[config.mk]
export PLATFORM = sky130hd
export DESIGN_NAME = prd_irq_gen
export DESIGN_NICKNAME = d
export VERILOG_FILES = /design/src/rtl/prd_pkg.sv /design/src/rtl/prd_event_mux.sv /design/src/rtl/prd_window_timer.sv /design/src/rtl/prd_irq_gen.sv
export SDC_FILE = /design/constraint.sdc
export NUM_CORES = 1
export LEC_CHECK = 0
export CAP_MARGIN = 20
export CORE_AREA = 2 2 39 41
export DETAILED_ROUTE_END_ITERATION = 6
export DIE_AREA = 0 0 41 43
export PLACE_DENSITY = 0.41
export SYNTH_ARGS = -nofsm -noshare
export SYNTH_HDL_FRONTEND = slang
export SYNTH_SLANG_ARGS = --single-unit
[constraint.sdc]
create_clock -name clk -period 1.6 [get_ports clk]
set_clock_uncertainty 0.2 [all_clocks]
set_input_delay 0.16 -clock clk [delete_from_list [all_inputs] [get_ports clk]]
set_output_delay 0.16 -clock clk [all_outputs]
set_load 0.005 [all_outputs]
[src/rtl/prd_pkg.sv]
package prd_pkg;
  typedef enum logic [1:0] {
    EV_TICK64 = 2'b00,
    EV_SEC    = 2'b01,
    EV_MIN    = 2'b10,
    EV_HOUR   = 2'b11
  } ev_sel_e;

  localparam int unsigned NUM_EV = 4;
endpackage

[src/rtl/prd_event_mux.sv]
module prd_event_mux
  import prd_pkg::*;
#(
  parameter int unsigned N_EV = NUM_EV,
  localparam int unsigned SW = $clog2(N_EV)
) (
  input  logic [SW-1:0]   sel,
  input  logic [N_EV-1:0] strobes,
  input  logic            mask,
  output logic            evt
);
  logic [N_EV-1:0] hit;

  for (genvar g = 0; g < N_EV; g++) begin : g_hit
    assign hit[g] = strobes[g] && (sel == SW'(g));
  end

  assign evt = (|hit) && !mask;
endmodule

[src/rtl/prd_window_timer.sv]
module prd_window_timer #(
  parameter int unsigned PULSE_TICKS = 1,
  localparam int unsigned CW = $clog2(PULSE_TICKS + 1)
) (
  input  logic clk,
  input  logic rst,
  input  logic start,
  input  logic tick,
  input  logic latch_mode,
  input  logic rd,
  output logic drive_nx,
  output logic expire
);
  logic          drive_q;
  logic [CW-1:0] cnt_q;

  assign expire = !start && !latch_mode && drive_q && tick &&
                  (cnt_q == CW'(PULSE_TICKS));

  always_comb begin
    if (start)           drive_nx = 1'b1;
    else if (latch_mode) drive_nx = rd ? 1'b0 : drive_q;
    else                 drive_nx = expire ? 1'b0 : drive_q;
  end

  always_ff @(posedge clk) begin
    if (rst) begin
      drive_q <= 1'b0;
      cnt_q   <= '0;
    end else begin
      drive_q <= drive_nx;
      if (start)
        cnt_q <= '0;
      else if (drive_q && tick && !expire)
        cnt_q <= cnt_q + 1'b1;
    end
  end
endmodule

[src/rtl/prd_irq_gen.sv]
module prd_irq_gen
  import prd_pkg::*;
#(
  parameter int unsigned PULSE_TICKS = 1
) (
  input  logic       clk,
  input  logic       rst,
  input  logic [1:0] sel_i,
  input  logic       latch_mode_i,
  input  logic       mask_i,
  input  logic       tick64_i,
  input  logic       sec_carry_i,
  input  logic       min_carry_i,
  input  logic       hour_carry_i,
  input  logic       tick128_i,
  input  logic       flag_rd_i,
  output logic       irq_flag_o,
  output logic       pull_low_o
);
  logic [NUM_EV-1:0] strobes;
  logic evt, drive_nx, expire;

  assign strobes[EV_TICK64] = tick64_i;
  assign strobes[EV_SEC]    = sec_carry_i;
  assign strobes[EV_MIN]    = min_carry_i;
  assign strobes[EV_HOUR]   = hour_carry_i;

  prd_event_mux #(.N_EV(NUM_EV)) u_mux (
    .sel(sel_i), .strobes(strobes), .mask(mask_i), .evt(evt)
  );

  prd_window_timer #(.PULSE_TICKS(PULSE_TICKS)) u_tmr (
    .clk(clk), .rst(rst), .start(evt), .tick(tick128_i),
    .latch_mode(latch_mode_i), .rd(flag_rd_i),
    .drive_nx(drive_nx), .expire(expire)
  );

  always_ff @(posedge clk) begin
    if (rst) begin
      irq_flag_o <= 1'b0;
      pull_low_o <= 1'b0;
    end else begin
      if (evt)         irq_flag_o <= 1'b1;
      else if (flag_rd_i) irq_flag_o <= 1'b0;
      else if (expire) irq_flag_o <= 1'b0;
      pull_low_o <= drive_nx && !mask_i;
    end
  end
endmodule

==> summary by stage <==
Synth
The count of cell types in the netlist is 13. Yosys attributes the largest share of cell area to dfxtp_1 (42%), mux4_2 (12%), a2111oi_2 (7.8%), nand2_1 (5.9%), o21ai_0 (5.2%). The Yosys step of the flow raised 0 warnings. The synthesized area per cell is a little over 10 um2.

Summing the sequential cell areas from Yosys gives 41.8% of the chip area. The post-synthesis cell count is 19. The net count of the mapped netlist is 31. dfxtp_1 takes more of the synthesized area than any other cell.

The netlist area before placement is 191 um2. Ranked by instance count, the synthesized netlist is headed by dfxtp_1 (4), nand2_1 (3), o21ai_0 (2). The share of async-settable or async-resettable flops after synthesis is 0%.

The primary flip-flop cell chosen by synthesis mapping is dfxtp_1. The top cell type by area accounts for 41.8% of the synthesized area. In this run, synthesis produced a sequential element count of 4. The number of flops mapped to enable cells by yosys is 0. The most common cell in the synthesized netlist is dfxtp_1.

Clock network
The total clock sinks is 4. The clock reaches the later pin of the worst-skew pair after 0.24 ns. The clock tree from TritonCTS is built. Counting along the longest clock path gives a buffer depth of 2. The post-cts gate resize count is 0. The H-tree level count is 1. In this run, CTS created clock tree buffers numbering 3. The count of hold buffers inserted by post-cts repair is 0.

The CTS root buffer is clkbuf_4. After clock tree synthesis, the clock-pin slew on the worst setup and hold paths is 0.04 ns. Buffers added to address setup during post-CTS repair amount to 0.

GRT
The via count of the first global-routing pass is 204. Global routing used 7.24% of the available tracks. The initial antenna violation count came to 0. The wire length of the first global-routing pass is 745 um. The total overflow left after global routing is 0. Entering global routing, the biggest net connects 6 pins.

STA
Setup repair after global routing left no endpoint under its margin. The final-report max-slew violation count is 0. The number of failing setup endpoints in the final timing report is 0. The minimum period implied by the final worst setup slack is 1.57 ns. The number of hold violations in the final report is 0. The highest achievable clock rate is 637 MHz.

At the pin with the least slew margin, the transition time is 0.241 ns. Across all hold checks on the routed design, the worst slack comes to between 0.2 and 0.3 ns. The relative slew slack is 83.9%. The final critical-path share of the clock period is 98.1%. Adding up every negative setup slack in the final design gives 0 ns.

Worst setup path
The worst setup path is captured at a register. The worst setup path is of the in -> reg kind. For the worst setup path, the data arrival time is 1.51 ns. The worst setup path is launched from a primary input. The peak fanout along the critical path is 2. Counting cells, the worst reg-to-reg path comes to 2.

The data required time at the worst endpoint is 1.54 ns.

Power and ir drop
The power density normalized to cell area is 808 nW/um2. The analysis attributes to cell leakage a power of around 0.13 nW. The worst IR drop on VDD is about 0.00017 V.

Finish
The area growth from synthesis to layout is 90.2%. Cells with a size suffix above 1 make up 14.3% of the layout. At the end of the flow, the number of nets in the layout was 49. The antenna diode instance count is 0.

The number of filler instances in the final layout is 152.

Routing
After detailed routing, the total wire length is 525 um. Using the TritonRoute via totals, the vias-per-cell ratio works out to 4.47. The detail route stage leaves a number of antenna-violating nets equal to 0. The total number of vias is 228. The length of the first detailed-routing pass in iterations is 4. After detailed routing, the number of remaining DRC violations is 0.

The DRC marker count from the first detailed-route iteration is 4. Dividing the detail-routed wire length by the instance count gives just over 10 um.

Floorplanning
The die span in x is 41 um. The height of the die is 43 um. The initial utilization of the core area, before any placement, comes to between 10% and 20%. The die covers between 1500 and 2000 um2. The initialized floorplan defines 14 standard-cell rows. The standard cell core area is between 1000 and 1500 um2.

For this design the top-level I/O count stands at 14.

Min path
The worst hold path belongs to the class reg -> reg. Counting instances, the worst hold path has a depth of 2.

Placed design
Routability-driven placement finished with a final weighted congestion of ~0.52. In this run the tool buffered the top-level ports with 13 buffer cells. The HPWL after detailed placement is 405 um.

Status
The flow ran to the end, and the final reports show no timing, DRC or antenna violations.

Flow run
Across the run, the number of max-cap violations was 0.
## registers in the layout, indices dropped and copies added (netlist names)
name / flops
pull_low_o: 1
u_tmr.drive_q: 1
irq_flag_o: 1
u_tmr.cnt_q: 1
## cell usage in the layout (no fill, tap or decap)
| cell | netlist | final |
|---|---|---|
| clkdlybuf4s50_1 | 0 | 13 |
| dfxtp_1 | 4 | 4 |
| nand2_1 | 3 | 3 |
| clkbuf_4 | 0 | 3 |
| o21ai_0 | 2 | 2 |
| inv_1 | 1 | 1 |
| mux4_2 | 1 | 1 |
| and4_1 | 1 | 1 |
| a21oi_1 | 1 | 1 |
| a2111oi_2 | 1 | 1 |
| o211ai_1 | 1 | 1 |
| nor2_1 | 1 | 1 |
| o31ai_1 | 1 | 1 |
| nand4b_1 | 1 | 1 |
| nand3b_1 | 1 | 1 |
## metrics by stage
stage / setup WS (ns) / power, mW / cell area, um2 / instances / utilization, %
after global routing: 0.000309 / 0.318 / 364 / 51 / 26.3
final: 0.0297 / 0.294 / 364 / 51 / 26.3
after floorplan: 0.312 / 0.129 / 191 / 19 / -
after detailed placement: -0.217 / 0.171 / 342 / 48 / 24.7
after CTS: 0.0284 / 0.300 / 364 / 51 / 26.3
after global placement: -0.201 / 0.170 / 342 / 48 / 24.7
## final timing paths
check	startpoint	end	slack, ns
worst min-delay path	irq_flag_o	irq_flag_o	0.29
worst max-delay path	sel_i[1]	u_tmr.cnt_q	0.03
worst min register to register	irq_flag_o	irq_flag_o	0.29
worst max register to register	u_tmr.drive_q	u_tmr.cnt_q	0.46
## cells by family after synthesis
group                  share of synthesized area [%]
AOI/OAI and AO/OA                               23.5
buffers and inverters                           1.96
DFF                                             41.8
muxes                                           11.8
and+or+nand+nor                                 20.9
## power by group
part / total [mW] / internal, mW / switching [mW] / leakage [nW]
Clock: 0.124 / 0.0838 / 0.0406 / 0.0138
Sequential: 0.112 / 0.108 / 0.00464 / 0.0329
Combinational: 0.0574 / 0.0394 / 0.0180 / 0.0806
## layout make-up
class | instances | area, um2 | area share (%)
Clock buffer | 3 | 22.5 | 6.19
Inverter | 1 | 3.75 | 1.03
Multi-Input combinational cell | 14 | 108 | 29.6
Sequential cell | 4 | 80.1 | 22.0
Tap cell | 16 | 20.0 | 5.50
Timing Repair Buffer | 13 | 130 | 35.7
## metal layers
layer  vias up  wire length [um]  share of wire [%]  global-route usage [%]
met1       100               210                 40                    6.47
li1        108                 -                  -                       -
met4         0                 8                1.5                    8.00
met5         -                 0                  0                       0
met3         2                88                 17                    5.24
met2        18               217                 41                    9.38
## critical path: stages
cell	delay, ns
clkdlybuf4s50_1	0.48
mux4_2	0.52
a2111oi_2	0.35
(Power assumes the default switching activity.)
